**src/rtl/smp_trig_pkg.sv**
```systemverilog
package smp_trig_pkg;
  localparam int unsigned NUM_LINES = 6;
  localparam int unsigned LN_REF  = 0;
  localparam int unsigned LN_ECL0 = 1;
  localparam int unsigned LN_EXT1 = 2;
  localparam int unsigned LN_ECL1 = 3;
  localparam int unsigned LN_EXT2 = 4;
  localparam int unsigned LN_TTL  = 5;

  typedef enum logic [2:0] {
    SRC_REF  = 3'd0,
    SRC_ECL0 = 3'd1,
    SRC_EXT1 = 3'd2,
    SRC_INT  = 3'd3,
    SRC_DIV  = 3'd4,
    SRC_ECL1 = 3'd5,
    SRC_EXT2 = 3'd6,
    SRC_NONE = 3'd7
  } src_e;

  typedef enum logic [1:0] {
    INT_BUSRD = 2'd0,
    INT_GET   = 2'd1,
    INT_TTL   = 2'd2,
    INT_LBUS  = 2'd3
  } int_src_e;

  typedef struct packed {
    logic     hold;
    logic     inf;
    logic     once;
    src_e     src;
    int_src_e sub;
  } ctrl_t;
endpackage

```
**src/rtl/smp_edge_sync.sv**
```systemverilog
module smp_edge_sync #(
  parameter int unsigned N      = 6,
  parameter int unsigned STAGES = 2
) (
  input  logic         clk,
  input  logic         rst_n,
  input  logic [N-1:0] raw_i,
  output logic [N-1:0] rise_o
);
  localparam int unsigned DEPTH = STAGES + 1;

  logic [DEPTH-1:0][N-1:0] pipe_q, pipe_d;

  always_comb begin
    pipe_d[0] = raw_i;
    for (int s = 1; s < DEPTH; s++) pipe_d[s] = pipe_q[s-1];
  end

  always_ff @(posedge clk or negedge rst_n) begin
    if (!rst_n) pipe_q <= '0;
    else        pipe_q <= pipe_d;
  end

  assign rise_o = pipe_q[STAGES-1] & ~pipe_q[STAGES];

  for (genvar g = 0; g < N; g++) begin : g_chk
    // a synchronized edge lasts a single cycle
    assert_single_edge_R5: assert property (@(posedge clk) disable iff (!rst_n)
      rise_o[g] |=> !rise_o[g]);
  end
endmodule

```
**src/rtl/smp_ref_div.sv**
```systemverilog
module smp_ref_div #(
  parameter int unsigned W = 16
) (
  input  logic         clk,
  input  logic         rst_n,
  input  logic         clr_i,
  input  logic [W-1:0] n_i,
  input  logic         tick_i,
  output logic         pulse_o
);
  logic [W-1:0] cnt_q, cnt_d, n_eff;
  logic         pulse_q, pulse_d, wrap;

  always_comb begin
    n_eff   = (n_i == '0) ? W'(1) : n_i;
    wrap    = (cnt_q >= n_eff - W'(1));
    cnt_d   = cnt_q;
    pulse_d = 1'b0;
    if (clr_i) begin
      cnt_d = '0;
    end else if (tick_i) begin
      cnt_d   = wrap ? '0 : cnt_q + W'(1);
      pulse_d = wrap;
    end
  end

  always_ff @(posedge clk or negedge rst_n) begin
    if (!rst_n) begin
      cnt_q   <= '0;
      pulse_q <= 1'b0;
    end else begin
      cnt_q   <= cnt_d;
      pulse_q <= pulse_d;
    end
  end

  assign pulse_o = pulse_q;

  // a divided event only follows a reference tick
  assert_div_on_tick_R11: assert property (@(posedge clk) disable iff (!rst_n)
    pulse_q |-> $past(tick_i));
  // a restart produces no event
  assert_div_clr_quiet_R11: assert property (@(posedge clk) disable iff (!rst_n)
    clr_i |=> !pulse_q);
endmodule

```
**src/rtl/smp_trig_fsm.sv**
```systemverilog
module smp_trig_fsm #(
  parameter int unsigned CW = 16
) (
  input  logic          clk,
  input  logic          rst_n,
  input  logic          hold_i,
  input  logic          inf_i,
  input  logic          once_i,
  input  logic          trig_i,
  input  logic          arm_i,
  input  logic          abort_i,
  input  logic [CW-1:0] load_i,
  output logic          sample_o,
  output logic          busy_o
);
  logic          busy_q, busy_d, sample_q, sample_d;
  logic [CW-1:0] cnt_q, cnt_d;
  logic          accept, last;

  always_comb begin
    accept   = busy_q & trig_i & ~hold_i & ~abort_i;
    last     = accept & ~inf_i & (once_i | (cnt_q <= CW'(1)));
    sample_d = accept;
    busy_d   = busy_q;
    cnt_d    = cnt_q;
    if (abort_i)      busy_d = 1'b0;
    else if (arm_i)   busy_d = 1'b1;
    else if (last)    busy_d = 1'b0;
    if (arm_i && !abort_i)          cnt_d = load_i;
    else if (accept && cnt_q != '0) cnt_d = cnt_q - CW'(1);
  end

  always_ff @(posedge clk or negedge rst_n) begin
    if (!rst_n) begin
      busy_q   <= 1'b0;
      sample_q <= 1'b0;
      cnt_q    <= '0;
    end else begin
      busy_q   <= busy_d;
      sample_q <= sample_d;
      cnt_q    <= cnt_d;
    end
  end

  assign sample_o = sample_q;
  assign busy_o   = busy_q;

  assert_hold_blocks_R1: assert property (@(posedge clk) disable iff (!rst_n)
    hold_i |=> !sample_q);
  assert_abort_idles_R10: assert property (@(posedge clk) disable iff (!rst_n)
    abort_i |=> (!busy_q && !sample_q));
  assert_once_ends_R7: assert property (@(posedge clk) disable iff (!rst_n)
    (sample_q && $past(once_i && !inf_i && !arm_i && !abort_i)) |-> !busy_q);
  assert_inf_stays_R8: assert property (@(posedge clk) disable iff (!rst_n)
    (busy_q && inf_i && !abort_i) |=> busy_q);
  assert_idle_silent_R12: assert property (@(posedge clk) disable iff (!rst_n)
    sample_q |-> $past(busy_q));
endmodule

```
**src/rtl/smp_trig_ctl.sv**
```systemverilog
module smp_trig_ctl
  import smp_trig_pkg::*;
#(
  parameter int unsigned CNT_W = 16,
  parameter int unsigned DIV_W = 16
) (
  input  logic             clk,
  input  logic             rst_n,
  input  logic             ctrl_we,
  input  logic [7:0]       ctrl_wdata,
  input  logic             cnt_we,
  input  logic [CNT_W-1:0] cnt_wdata,
  input  logic             div_we,
  input  logic [DIV_W-1:0] div_wdata,
  input  logic [5:0]       trig_lines,
  input  logic             bus_rd_stb,
  input  logic             get_stb,
  input  logic             lbus_stb,
  input  logic             arm_start,
  input  logic             abort,
  output logic             sample_stb,
  output logic             busy
);
  ctrl_t            ctrl_q, ctrl_d;
  logic [CNT_W-1:0] cnt_reg_q, cnt_reg_d;
  logic [DIV_W-1:0] div_reg_q, div_reg_d;
  logic [NUM_LINES-1:0] rise;
  logic             div_pulse, trig_sel;

  always_comb begin
    ctrl_d    = ctrl_we ? ctrl_t'(ctrl_wdata) : ctrl_q;
    cnt_reg_d = cnt_we  ? cnt_wdata : cnt_reg_q;
    div_reg_d = div_we  ? div_wdata : div_reg_q;
  end

  always_ff @(posedge clk or negedge rst_n) begin
    if (!rst_n) begin
      ctrl_q    <= '0;
      cnt_reg_q <= '0;
      div_reg_q <= '0;
    end else begin
      ctrl_q    <= ctrl_d;
      cnt_reg_q <= cnt_reg_d;
      div_reg_q <= div_reg_d;
    end
  end

  smp_edge_sync #(.N(NUM_LINES), .STAGES(2)) u_sync (
    .clk(clk), .rst_n(rst_n), .raw_i(trig_lines), .rise_o(rise));

  smp_ref_div #(.W(DIV_W)) u_div (
    .clk(clk), .rst_n(rst_n), .clr_i(div_we), .n_i(div_reg_q),
    .tick_i(rise[LN_REF]), .pulse_o(div_pulse));

  always_comb begin
    trig_sel = 1'b0;
    unique case (ctrl_q.src)
      SRC_REF:  trig_sel = rise[LN_REF];
      SRC_ECL0: trig_sel = rise[LN_ECL0];
      SRC_EXT1: trig_sel = rise[LN_EXT1];
      SRC_DIV:  trig_sel = div_pulse;
      SRC_ECL1: trig_sel = rise[LN_ECL1];
      SRC_EXT2: trig_sel = rise[LN_EXT2];
      SRC_NONE: trig_sel = 1'b0;
      SRC_INT: begin
        unique case (ctrl_q.sub)
          INT_BUSRD: trig_sel = bus_rd_stb;
          INT_GET:   trig_sel = get_stb;
          INT_TTL:   trig_sel = rise[LN_TTL];
          INT_LBUS:  trig_sel = lbus_stb;
          default:   trig_sel = 1'b0;
        endcase
      end
      default:  trig_sel = 1'b0;
    endcase
  end

  smp_trig_fsm #(.CW(CNT_W)) u_fsm (
    .clk(clk), .rst_n(rst_n),
    .hold_i(ctrl_q.hold), .inf_i(ctrl_q.inf), .once_i(ctrl_q.once),
    .trig_i(trig_sel), .arm_i(arm_start), .abort_i(abort),
    .load_i(cnt_reg_q), .sample_o(sample_stb), .busy_o(busy));

  // the unused source code yields nothing
  assert_none_silent_R4: assert property (@(posedge clk) disable iff (!rst_n)
    (ctrl_q.src == SRC_NONE && !ctrl_we) |=> !sample_stb);
endmodule

```
**config.mk**
```make
export PLATFORM = sky130hd
export DESIGN_NAME = smp_trig_ctl
export DESIGN_NICKNAME = d
export VERILOG_FILES = /design/src/rtl/smp_trig_pkg.sv /design/src/rtl/smp_edge_sync.sv /design/src/rtl/smp_ref_div.sv /design/src/rtl/smp_trig_fsm.sv /design/src/rtl/smp_trig_ctl.sv
export SDC_FILE = /design/constraint.sdc
export NUM_CORES = 1
export LEC_CHECK = 0
export ABC_AREA = 1
export BUFFER_PORTS_ARGS = -buffer_cell sky130_fd_sc_hd__buf_2
export CAP_MARGIN = 20
export CELL_PAD_IN_SITES_DETAIL_PLACEMENT = 1
export CELL_PAD_IN_SITES_GLOBAL_PLACEMENT = 1
export CORE_UTILIZATION = 39
export DETAILED_ROUTE_END_ITERATION = 12
export PLACE_DENSITY_LB_ADDON = 0.1
export SETUP_SLACK_MARGIN = 0.02
export SLEW_MARGIN = 15
export SYNTH_ARGS = -nofsm -noshare
export SYNTH_HDL_FRONTEND = slang
export SYNTH_HIERARCHICAL = 1
export SYNTH_SLANG_ARGS = --single-unit
```
**constraint.sdc**
```tcl
create_clock -name clk -period 2.89 [get_ports clk]
set_clock_uncertainty 0.05 [all_clocks]
set_input_delay 0.867 -clock clk [delete_from_list [all_inputs] [get_ports clk]]
set_output_delay 0.867 -clock clk [all_outputs]
set_load 0.005 [all_outputs]
```
## Word level (Yosys, flattened, before mapping)

Index checks and enable logic that the tools add are counted.

- Add/subtract/negate cells: 3
- Order comparisons: 2
- Equal/unequal tests: 10
- Mux-type cells: 13
- Bitwise gates (word level): 11
- Reduce and logical (&&, ||, !) cells: 10

Operators by type and width:

| operator | count |
|---|---|
| $mux W16 | 6 |
| $sub A16 B1 Y16 const B | 2 |
| $add A16 B1 Y16 const B | 1 |
| $ge A16 B16 Y1 | 1 |
| $le A16 B1 Y1 const B | 1 |
| $logic_not A16 Y1 | 1 |
| $reduce_bool A16 Y1 | 1 |
| $eq A3 B3 Y1 const B | 4 |
| $pmux W1 S8 | 1 |
| $and A6 B6 Y6 | 1 |
| $eq A3 B2 Y1 const B | 2 |
| $not A6 Y6 | 1 |
| $and A1 B1 Y1 | 5 |
| $mux W1 | 5 |
| $eq A2 B2 Y1 const B | 2 |
| $pmux W1 S4 | 1 |
| $reduce_bool A2 Y1 | 2 |
| $eq A3 B1 Y1 const B | 1 |
| $logic_not A3 Y1 | 1 |
| $not A1 Y1 | 3 |
| $reduce_bool A3 Y1 | 1 |
| $eq A2 B1 Y1 const B | 1 |
| $logic_and A1 B1 Y1 | 2 |
| $logic_not A2 Y1 | 1 |
| 2 further kinds | 2 |

- Register bits after elaboration: 93
- Input bits: 56
- Logic and storage cells: 64

## Longest topological paths before layout

Gate-level depths: netlist of the first run.

- Word-level depth: 12
- Mapped depth: 19
- Gate-level depth less buffers: 18

## By module

Netlist of the first run, hierarchy kept.

By module, submodules not included:

| module | times used | cells an instance | area each (um2) | seq. area each (um2) |
|---|---|---|---|---|
| smp_ref_div | 1 | 230 | 1704.1 | 425.4 |
| smp_trig_ctl | 1 | 117 | 1695.4 | 1001.0 |
| smp_trig_fsm | 1 | 207 | 1405.1 | 450.4 |
| smp_edge_sync | 1 | 30 | 510.5 | 450.4 |

## Worst setup path after synthesis of the first run

Ideal clock, no wire load.

- Path kind: flip-flop to flip-flop
- Start point: register div_reg_q[4]
- End point: register u_div.cnt_q[0]
- Library setup time: 0.126 ns
- Arrival time: 2.600 ns
- Required time: 2.714 ns
- Path slack: 0.114 ns
- Stages on the path, launching flop included: 19
- Buffers on the path: 1
- Period minus slack after synthesis: 2.776 ns
- Path through: dfrtp_1 > or2_4 > nor2_8 > nand4_4 > nand2_1 > inv_1 > ha_1 > nand2_4 > nor2_4 > nand4_2 > xnor2_1 > inv_1 > ha_1 > nand4_1 > nor3_1 > nand2_1 > nand3_2 > buf_2 > a21oi_1

- Word-level cells in the longest chain between the ends: 7

RTL lines:

| what | line | RTL |
|---|---|---|
| start: declaration | smp_trig_ctl.sv:26 | `logic [DIV_W-1:0] div_reg_q, div_reg_d;` |
| start signal: assignment | smp_trig_ctl.sv:44 | `div_reg_q <= div_reg_d;` |
| $logic_not A16 Y1 | smp_ref_div.sv:15 | `n_eff = (n_i == '0) ? W'(1) : n_i;` |
| $mux W16 (*) | smp_ref_div.sv:15 |  |
| $sub A16 B1 Y16 (*) | smp_ref_div.sv:16 | `wrap = (cnt_q >= n_eff - W'(1));` |
| $ge A16 B16 Y1 (*) | smp_ref_div.sv:16 |  |
| $mux W16 (*) | smp_ref_div.sv:22 | `cnt_d = wrap ? '0 : cnt_q + W'(1);` |
| $mux W16 (*) | smp_ref_div.sv:21 | `end else if (tick_i) begin` |
| $mux W16 (*) | smp_ref_div.sv:19 | `if (clr_i) begin` |
| end signal: assignment | smp_ref_div.sv:32 | `cnt_q <= cnt_d;` |
| end: declaration | smp_ref_div.sv:11 | `logic [W-1:0] cnt_q, cnt_d, n_eff;` |

Every way passes the cells marked *; elsewhere a longest branch is shown, timed or not. The select of a mux whose other input is x is not followed.
A chain may end at the register's enable or synchronous reset.

## Final worst setup path of the first run

- Start point: register div_reg_q[5]
- End point: register u_div.cnt_q[12]

Same word-level chain as after synthesis.

==> results of run 1 <==
==> worst max path at each step <==
stage,cells after the start,startpoint,to
finish,18,div_reg_q[5],u_div/cnt_q[12]
global route,18,div_reg_q[5],u_div/cnt_q[5]
CTS,19,div_reg_q[6],u_div/cnt_q[2]
detailed placement,19,div_reg_q[6],u_div/cnt_q[2]
global placement,18,div_reg_q[6],u_div/cnt_q[1]
floorplan,18,div_reg_q[4],u_div/cnt_q[0]
==> cells in the final DEF (no fill, tap or decap), types with 9 or more instances in the layout <==
cell / instances
nor2_1: 52
dfrtp_1: 93
mux2_4: 20
buf_4: 24
o21ai_1: 18
o21ai_0: 13
mux2_2: 15
clkbuf_16: 10
nand2_2: 9
nand3_1: 42
buf_2: 56
xor2_1: 15
a21oi_1: 12
inv_1: 49
ha_1: 19
nand2_1: 123
nor2_2: 16
==> cell families after synthesis <==
family	share of synthesized area [%]
buffers and inverters	6.03
XOR/XNOR	4.12
adder cells (fa/ha/maj)	4.94
AO/OA/AOI/OAI	6.05
multiplexers	8.83
AND/OR/NAND/NOR	26.2
flip-flops	43.8
==> power by group through the flow <==
stage | clock network [W] | logic, W | registers [W]
floorplan | 0 | 0.000589 | 0.00158
global placement | 0 | 0.000799 | 0.00160
detailed placement | 0 | 0.000833 | 0.00161
CTS | 0.00136 | 0.000841 | 0.00159
global route | 0.00140 | 0.000980 | 0.00161
finish | 0.00132 | 0.000857 | 0.00159
==> per-stage QoR <==
step	hold WS (ns)	setup WS (ns)	setup TNS [ns]	util, %	instances
floorplan	0.281	0.114	0	-	584
global placement	0.285	0.170	0	44.6	827
detailed placement	0.286	0.0172	0	44.6	827
CTS	0.301	0.0209	0	47.1	843
global route	0.307	-0.0474	-0.644	48.2	847
finish	0.299	0.0857	0	48.2	847
==> flip-flops by register name (all words and copies together) (netlist names) <==
| name | cells |
|---|---|
| cnt_reg_q | 16 |
| div_reg_q | 16 |
| u_div/cnt_q | 16 |
| u_fsm/cnt_q | 16 |
| u_sync/pipe_d | 12 |
| ctrl_q | 8 |
| u_sync/pipe_q | 6 |
| u_div/pulse_o | 1 |
| u_fsm/busy_o | 1 |
| u_fsm/sample_o | 1 |
==> routing by layer <==
layer  wire (µm)  track usage [%]
met5           0                0
met4         229             7.04
met3         237             2.94
met2        6800             34.7
met1        5780             23.4
==> final cells by class <==
cell class	instances	area [µm²]	area share, %
clock inverters	5	82.6	1.29
multi-input cells	423	2770	43.4
inverters	56	210	3.29
flip-flops and latches	93	2330	36.5
clock buffers	11	243	3.80
well taps	176	220	3.45
repair buffers	83	526	8.24
==> timing repair <==
action / in CTS / in global routing
endpoints found under the setup margin: 4 / 16
cloned: 0 / 1
setup buffers: 0 / 3
pin swaps: 0 / 11
gates resized for setup: 2 / 23
==> metrics.yaml, run 1 <==
cts_hold_buf: 0
die-area_um2: 14100
ys.flop_type: "dfrtp_1"
clock-root-buffer: "clkbuf_16"
initial_utilization_pct: 40.1
hold_path_class: "reg -> reg"
portBuffers: 57
drive_above_1_share_pct: 31.0
synth_cell_types: 42
ys_seq_area_share_pct: 43.8
final_nets: 743
ff2ff_setup_slack_ns: 0.09
synth_warnings: 6
r2r-start: "div_reg_q[5]"
avgSynthCellArea_um2: 9.10
core_um2: 13200
critPathLaunchType: "flop"
p_int_w: 0.00259
num_vias: 4172
grt_pass1_wl_um: 21600
synth_area_leader_cell: "dfrtp_1"
synthesis.nets: 661
place_hpwl_um: 9450
max_freq_mhz: 357
antenna_cells: 0
ys_top_cells_by_count: "nand2_1, dfrtp_1, nor2_1"
clock-sinks: 93
track_usage_pct: 19.4
synth.top_cell.area_share_pct: 43.8
placed_area_um2: 5900
ys_ff_latch: 93
worst-path-buf-inv: 3
clkPwrFrac_pct: 35.0
wl_per_cell_um: 15.4
maxCapViolCount: 0
cp_data_arrival_time_ns: 3.03
viasPerCell: 4.93
synthArstFlopShare_pct: 100
postSynthCellCount: 584
reg2reg_depth: 18
clockBufferDepth: 2
cts-htree-levels: 3
dr.pass1.iters: 4
total_power_w: 0.00377
synth_edf_count: 0
status: "finished clean"
drt_iter0_drc: 179
slew_headroom_pct: 65.0
worst_pin_slew_ns: 0.525
fin_crit_sh_pct: 97.0
dieHeight_um: 119
clock_latency_ns: 0.35
setup_viol: 0
slowest_stage: "dfrtp_1"
cts_tree: "yes"
worstPathRequired_ns: 3.12
path_clk_slew_ns: 0.07
ir_drop_uv: 277
syn_area_um2: 5320
wl_um: 13100
grt_start_max_net_pins: 49
holdPathEnd: "u_sync/pipe_d[12]"
path_cells: "or2_4 > nor2_8 > nand4_4 > nand2_2 > inv_2 > ha_4 > nand2_4 > nor2_4 > nand2_1 > xor2_1 > inv_1 > ha_1 > nand4_1 > a21oi_1 > nor2_2 > nand3_4 > clkbuf_16 > o21ai_1"
cts_buffers: 9
p_per_area_nw_per_um2: 591
synthToLayoutAreaGrowth_pct: 20.0
finalCriticalPeriod_ns: 2.80
cp_top_family: "simple AND/OR/NAND/NOR gates"
fill_cells: 1606
hold_depth: 0
p_sw_w: 0.00118
slew_violations: 0
ios: 58
p_seq_share_pct: 42.3
critical_path_class: "reg -> reg"
pwr-share-comb_pct: 22.7
hp-start: "u_sync/pipe_d[6]"
hold_violations: 0
die_x_um: 119
synth.most_common_cell: "nand2_1"
antenna_left: 0
fin_area_um2: 6380
r2r-end: "u_div/cnt_q[12]"
critPathMaxStageDelay_ns: 0.38
synthTopCellsByArea: "dfrtp_1, nand2_1, mux2_4, ha_1, nand3_1"
swShare_pct: 31.2
place.gp.congestion: 0.834
p_leak_nw: 3.07
cp_max_fo: 8
drc_errors: 0
critPathCaptureType: "flop"
grt_pass1_vias: 4455
overflow: 0
antenna_found_initial: 0
row_count: 42
Note: power is estimated with default switching activity, not from simulation.
==> run 2, diff against run 1 <==
--- a/config.mk
+++ b/config.mk
@@ -14,7 +14,7 @@
 export DETAILED_ROUTE_END_ITERATION = 12
 export PLACE_DENSITY_LB_ADDON = 0.1
 export SETUP_SLACK_MARGIN = 0.02
-export SLEW_MARGIN = 15
+export SLEW_MARGIN = 40
 export SYNTH_ARGS = -nofsm -noshare
 export SYNTH_HDL_FRONTEND = slang
 export SYNTH_HIERARCHICAL = 1
==> constraint.sdc (replaced) <==
create_clock -name clk -period 3.1 [get_ports clk]
set_clock_uncertainty 0.05 [all_clocks]
set_input_delay 0.93 -clock clk [delete_from_list [all_inputs] [get_ports clk]]
set_output_delay 0.93 -clock clk [all_outputs]
set_load 0.005 [all_outputs]
==> run 2 against run 1 <==
  * Die area unchanged
  * Critical path depth unchanged
  * Non-clock buffer count down 18
  * Sequential power down 6%
  * First-iteration DRC count up 3.9%
  * Via count down 3.0%
  * Clock power down 18%
  * Worst hold slack about the same
  * Critical path type unchanged
==> metrics.yaml, run 2 (synthesized netlist as in run 1, its figures left out) <==
num_vias: 4048  # -3.0%
antenna_left: 0  # unchanged
hold_violations: 0  # unchanged
final_nets: 725  # -2.4%
critical_path_class: "reg -> reg"
cp_max_fo: 16  # +8
ios: 58  # unchanged
place.gp.congestion: 0.814  # -2.3%
place_hpwl_um: 9100  # -3.7%
p_leak_nw: 2.94  # -4.3%
cts_buffers: 9  # unchanged
path_cells: "or2_4 > nor2_8 > nand4_4 > nand2_1 > inv_1 > ha_2 > nand2_4 > nor2_4 > nand2_1 > xor2_1 > inv_1 > ha_1 > nand4_1 > a21oi_1 > nor2_1 > nand3_2 > buf_12 > o21ai_0"
dieHeight_um: 119  # unchanged
synthToLayoutAreaGrowth_pct: 14.7
cts_resized: 0  # -2
clock_latency_ns: 0.35  # about the same
crit_end: "u_div/cnt_q[1]"
worst_pin_slew_ns: 0.741  # +0.217 ns
cts_hold_buf: 0  # unchanged
wl_um: 12300  # -5.8%
overflow: 0  # unchanged
ff2ff_setup_slack_ns: 0.29  # +0.21 ns
clock-sinks: 93  # unchanged
portBuffers: 57  # unchanged
cp_top_family: "simple AND/OR/NAND/NOR gates"
clockBufferDepth: 2  # unchanged
critPathCaptureType: "flop"
maxCapViolCount: 0  # unchanged
path_clk_slew_ns: 0.07  # about the same
hold_path_class: "reg -> reg"
cts_setup_buffers: 0  # unchanged
ir_drop_uv: 220  # -21%
drt_iter0_drc: 186  # +3.9%
die-area_um2: 14100  # unchanged
worstPathRequired_ns: 3.33  # +0.21 ns
fill_cells: 1613  # +0.44%
r2r-end: "u_div/cnt_q[1]"
critPathLaunchType: "flop"
layout_commonest_cell: "nand2_1"
grt_start_max_net_pins: 54  # +10%
critPathMaxStageDelay_ns: 0.42  # +0.04 ns
drive_above_1_share_pct: 26.8  # -4.2 points
dp_cells: 813  # -1.7%
rsz0062_at_grt: "no"
wl_per_cell_um: 14.8  # -3.9%
status: "finished clean"
hold_ws_ns: 0.299  # +0.000116 ns
grt_pass1_vias: 4462  # +0.16%
fin_crit_sh_pct: 90.5  # -6.5 points
cp_data_arrival_time_ns: 3.03  # about the same
worst-path-stages: 18  # unchanged
antenna_found_initial: 1  # +1
placed_area_um2: 5800  # -1.8%
slowest_stage: "dfrtp_1"
initial_utilization_pct: 40.1  # unchanged
row_count: 42  # unchanged
core_um2: 13200  # unchanged
die_x_um: 119  # unchanged
worst-path-buf-inv: 3  # unchanged
track_usage_pct: 19.1  # -0.32 points
r2r-start: "div_reg_q[4]"
finalCriticalPeriod_ns: 2.81  # +0.00208 ns
final_cell_mix: "nand2_1, dfrtp_1, buf_2"
drc_errors: 0  # unchanged
final_cells: 830  # -2.0%
slew_headroom_pct: 50.6  # -14 points
p_per_area_nw_per_um2: 542  # -8.3%
setup_viol: 0  # unchanged
cts_tree: "yes"
max_freq_mhz: 356  # about the same
clock-root-buffer: "clkbuf_16"
fin_area_um2: 6100  # -4.5%
cts-htree-levels: 3  # unchanged
dr.pass1.iters: 4  # unchanged
grt_pass1_wl_um: 21100  # -2.4%
fin_tns_setup_ns: 0  # unchanged
crit_start: "div_reg_q[4]"
reg2reg_depth: 18  # unchanged
slew_violations: 0  # unchanged
viasPerCell: 4.88  # -0.98%
run 2: per-stage QoR:
step           setup slack, ns  power (W)  util [%]
2_1_floorplan            0.324    0.00202         -
3_3_place_gp             0.293    0.00221      43.8
3_5_place_dp             0.195    0.00225      43.8
4_1_cts                  0.153    0.00337      45.9
5_1_grt                 0.0547    0.00351      46.0
6_report                 0.294    0.00331      46.0
run 2: metal layers:
metal | global-route usage, % | routed length (µm) | vias up
met5 | 0 | 0 | -
met4 | 7.12 | 182 | 0
met3 | 2.75 | 211 | 10
met2 | 34.6 | 6460 | 37
met1 | 22.6 | 5440 | 1978
li1 | - | - | 2023
run 2: area by class of cell:
cell class / instances / area (µm²) / area share (%)
Tap cell: 176 / 220 / 3.61
Timing Repair Buffer: 65 / 373 / 6.12
Clock buffer: 10 / 239 / 3.92
Antenna cell: 1 / 2.50 / 0.0411
Inverter: 56 / 210 / 3.45
Sequential cell: 93 / 2330 / 38.2
Multi-Input combinational cell: 423 / 2680 / 43.9
Clock inverter: 6 / 46.3 / 0.759
run 2: worst min path at each step:
stage / start / endpoint / slack, ns / cells past startpoint
floorplan: u_sync/pipe_d[6] / u_sync/pipe_d[12] / 0.28 / 0
global placement: u_sync/pipe_d[7] / u_sync/pipe_d[13] / 0.28 / 0
detailed placement: u_sync/pipe_d[6] / u_sync/pipe_d[12] / 0.29 / 0
CTS: u_sync/pipe_d[6] / u_sync/pipe_d[12] / 0.30 / 0
global route: u_sync/pipe_d[6] / u_sync/pipe_d[12] / 0.31 / 0
finish: u_sync/pipe_d[10] / u_sync/pipe_d[16] / 0.30 / 0
run 2: where the power goes:
group          switching, W  total (W)  internal, W
Clock              0.000511    0.00108     0.000573
Sequential         0.000143    0.00149      0.00135
Combinational      0.000429   0.000729     0.000301
==> run 3, diff against run 2 <==
==> constraint.sdc (replaced) <==
create_clock -name clk -period 2.9 [get_ports clk]
set_clock_uncertainty 0.05 [all_clocks]
set_input_delay 0.87 -clock clk [delete_from_list [all_inputs] [get_ports clk]]
set_output_delay 0.87 -clock clk [all_outputs]
set_load 0.005 [all_outputs]
==> run 3 against run 2 <==
  * Setup slack got worse by 0.15 ns
  * Final cell count increased by 1.8%
  * Worst hold slack is essentially flat
  * Maximum frequency up 1.7%
  * Clock power barely moved
  * Sequential power is 6% higher
  * Total power up 6.4%
  * Critical path type unchanged
  * Final area is 3.1% higher
  * Non-clock buffer count is 19 higher
  * Highest routed layer unchanged
  * Routed wire length increased by 1.8%
  * Via count up 2.1%
  * First-iteration DRC count shrank 23%
==> metrics.yaml, run 3 (synthesized netlist as in run 1, its figures left out) <==
die-area_um2: 14100  # unchanged
reg2reg_depth: 19  # +1
viasPerCell: 4.89  # +0.24%
num_vias: 4131  # +2.1%
total_power_w: 0.00352  # +6.4%
critPathLaunchType: "flop"
ff2ff_setup_slack_ns: 0.14  # -0.15 ns
drive_above_1_share_pct: 30.0  # +3.2 points
antenna_found_initial: 0  # -1
final_nets: 744  # +2.6%
cts_buffers: 9  # unchanged
seqCellArea_um2: 2330  # unchanged
fin_crit_sh_pct: 95.1  # +4.6 points
wl_per_cell_um: 14.8  # about the same
clockBufferDepth: 2  # unchanged
cts-htree-levels: 3  # unchanged
maxCapViolCount: 0  # unchanged
finalCriticalPeriod_ns: 2.76  # -0.0479 ns
path_clk_slew_ns: 0.06  # about the same
max_freq_mhz: 363  # +1.7%
track_usage_pct: 19.0  # -0.061 points
grt_start_max_net_pins: 45  # -17%
clkPwrFrac_pct: 31.0  # -1.8 points
worstPathRequired_ns: 3.07  # -0.26 ns
p_leak_nw: 3.05  # +3.5%
ir_drop_uv: 291  # +32%
cts_hold_buf: 0  # unchanged
wl_um: 12500  # +1.8%
placed_area_um2: 5930  # +2.2%
initial_utilization_pct: 40.1  # unchanged
drt_iter0_drc: 144  # -23%
hold_path_class: "reg -> reg"
cp_data_arrival_time_ns: 2.93  # -0.10 ns
pwr-share-comb_pct: 24.1  # +2.0 points
setup_viol: 0  # unchanged
dieHeight_um: 119  # unchanged
hold_depth: 0  # unchanged
layout_commonest_cell: "nand2_1"
fin_tns_setup_ns: 0  # unchanged
cp_max_fo: 8  # -8
synthToLayoutAreaGrowth_pct: 18.3
status: "finished clean"
rsz0062_at_grt: "yes"
clock-sinks: 93  # unchanged
clock_latency_ns: 0.34  # about the same
r2r-start: "div_reg_q[15]"
place_hpwl_um: 9350  # +2.7%
multi_input_area_um2: 2730  # +2.0%
dr.pass1.iters: 4  # unchanged
grt_pass1_vias: 4424  # -0.85%
grt_pass1_wl_um: 21200  # +0.17%
holdPathEnd: "u_sync/pipe_d[16]"
ios: 58  # unchanged
overflow: 0  # unchanged
die_x_um: 119  # unchanged
core_um2: 13200  # unchanged
drc_errors: 0  # unchanged
p_seq_share_pct: 45.0  # about the same
hp-start: "u_sync/pipe_d[10]"
swShare_pct: 31.2  # -1.6 points
critPathCaptureType: "flop"
fin_area_um2: 6290  # +3.1%
cts_tree: "yes"
p_per_area_nw_per_um2: 559  # +3.2%
clock-root-buffer: "clkbuf_16"
slew_headroom_pct: 64.1  # +14 points
slew_violations: 0  # unchanged
place.gp.congestion: 0.841  # +3.3%
p_int_w: 0.00242  # +8.8%
p_sw_w: 0.00110  # +1.4%
fill_cells: 1581  # -2.0%
row_count: 42  # unchanged
antenna_cells: 0  # -1
antenna_left: 0  # unchanged
portBuffers: 57  # unchanged
critical_path_class: "reg -> reg"
r2r-end: "u_div/cnt_q[11]"
final_cell_mix: "nand2_1, dfrtp_1, buf_2"
hold_violations: 0  # unchanged
worst_pin_slew_ns: 0.539  # -0.203 ns
fin_util_pct: 47.5  # +1.4 points
## run 3: layer usage
metal,routed length [µm],vias up,part of all wire (%),GRT usage [%]
li1,-,2057,-,-
met1,5430,2029,43,22.5
met2,6670,37,53,34.9
met3,321,8,2.6,4.25
met4,97,0,0.77,4.11
met5,0,-,0,0
## run 3: cell type report
cell class	count	area share, %
clock buffers	12	4.08
clock inverters	1	0.139
inverters	56	3.34
multi-input cells	423	43.4
flip-flops and latches	93	37.0
well taps	176	3.50
repair buffers	84	8.48
## run 3: power groups by stage
stage	Combinational [W]	Sequential (W)	Clock (W)
floorplan	0.000587	0.00157	0
global placement	0.000804	0.00160	0
detailed placement	0.000833	0.00160	0
CTS	0.000840	0.00158	0.00115
global route	0.000971	0.00160	0.00118
finish	0.000846	0.00158	0.00109
## run 3: through the flow
step	setup WS [ns]	cells	hold slack, ns
after floorplan	0.124	584	0.281
after global placement	0.177	830	0.284
after detailed placement	0.0530	830	0.286
after CTS	0.0303	843	0.302
after global routing	-0.0397	845	0.311
final	0.142	845	0.299
## run 3: critical path: stages, from the launching register on
cell	delay, ns
dfrtp_1	0.40
nor2_1	0.11
nand3_1	0.11
nor2_2	0.17
nand4_4	0.10
nand2_2	0.08
inv_2	0.05
ha_4	0.17
nand2_4	0.08
nor2_4	0.05
nand4_2	0.06
xnor2_1	0.12
inv_1	0.06
ha_1	0.28
nand4_1	0.15
nor3_2	0.13
nand2_1	0.12
nand3_4	0.12
clkbuf_16	0.17
o21ai_1	0.06
## run 3: repair_timing
action	4_1_cts	5_1_grt
buffers inserted	0	1
endpoints found under the setup margin	0	16
gates resized for setup	0	19
## run 3: how the worst max path moves through the flow
stage / startpoint / end / cells after the start
2_1_floorplan: div_reg_q[4] / u_div/cnt_q[0] / 18
3_3_place_gp: div_reg_q[6] / u_div/cnt_q[1] / 19
3_5_place_dp: div_reg_q[6] / u_div/cnt_q[3] / 19
4_1_cts: div_reg_q[6] / u_div/cnt_q[3] / 19
5_1_grt: div_reg_q[15] / u_div/cnt_q[13] / 19
6_report: div_reg_q[15] / u_div/cnt_q[11] / 19
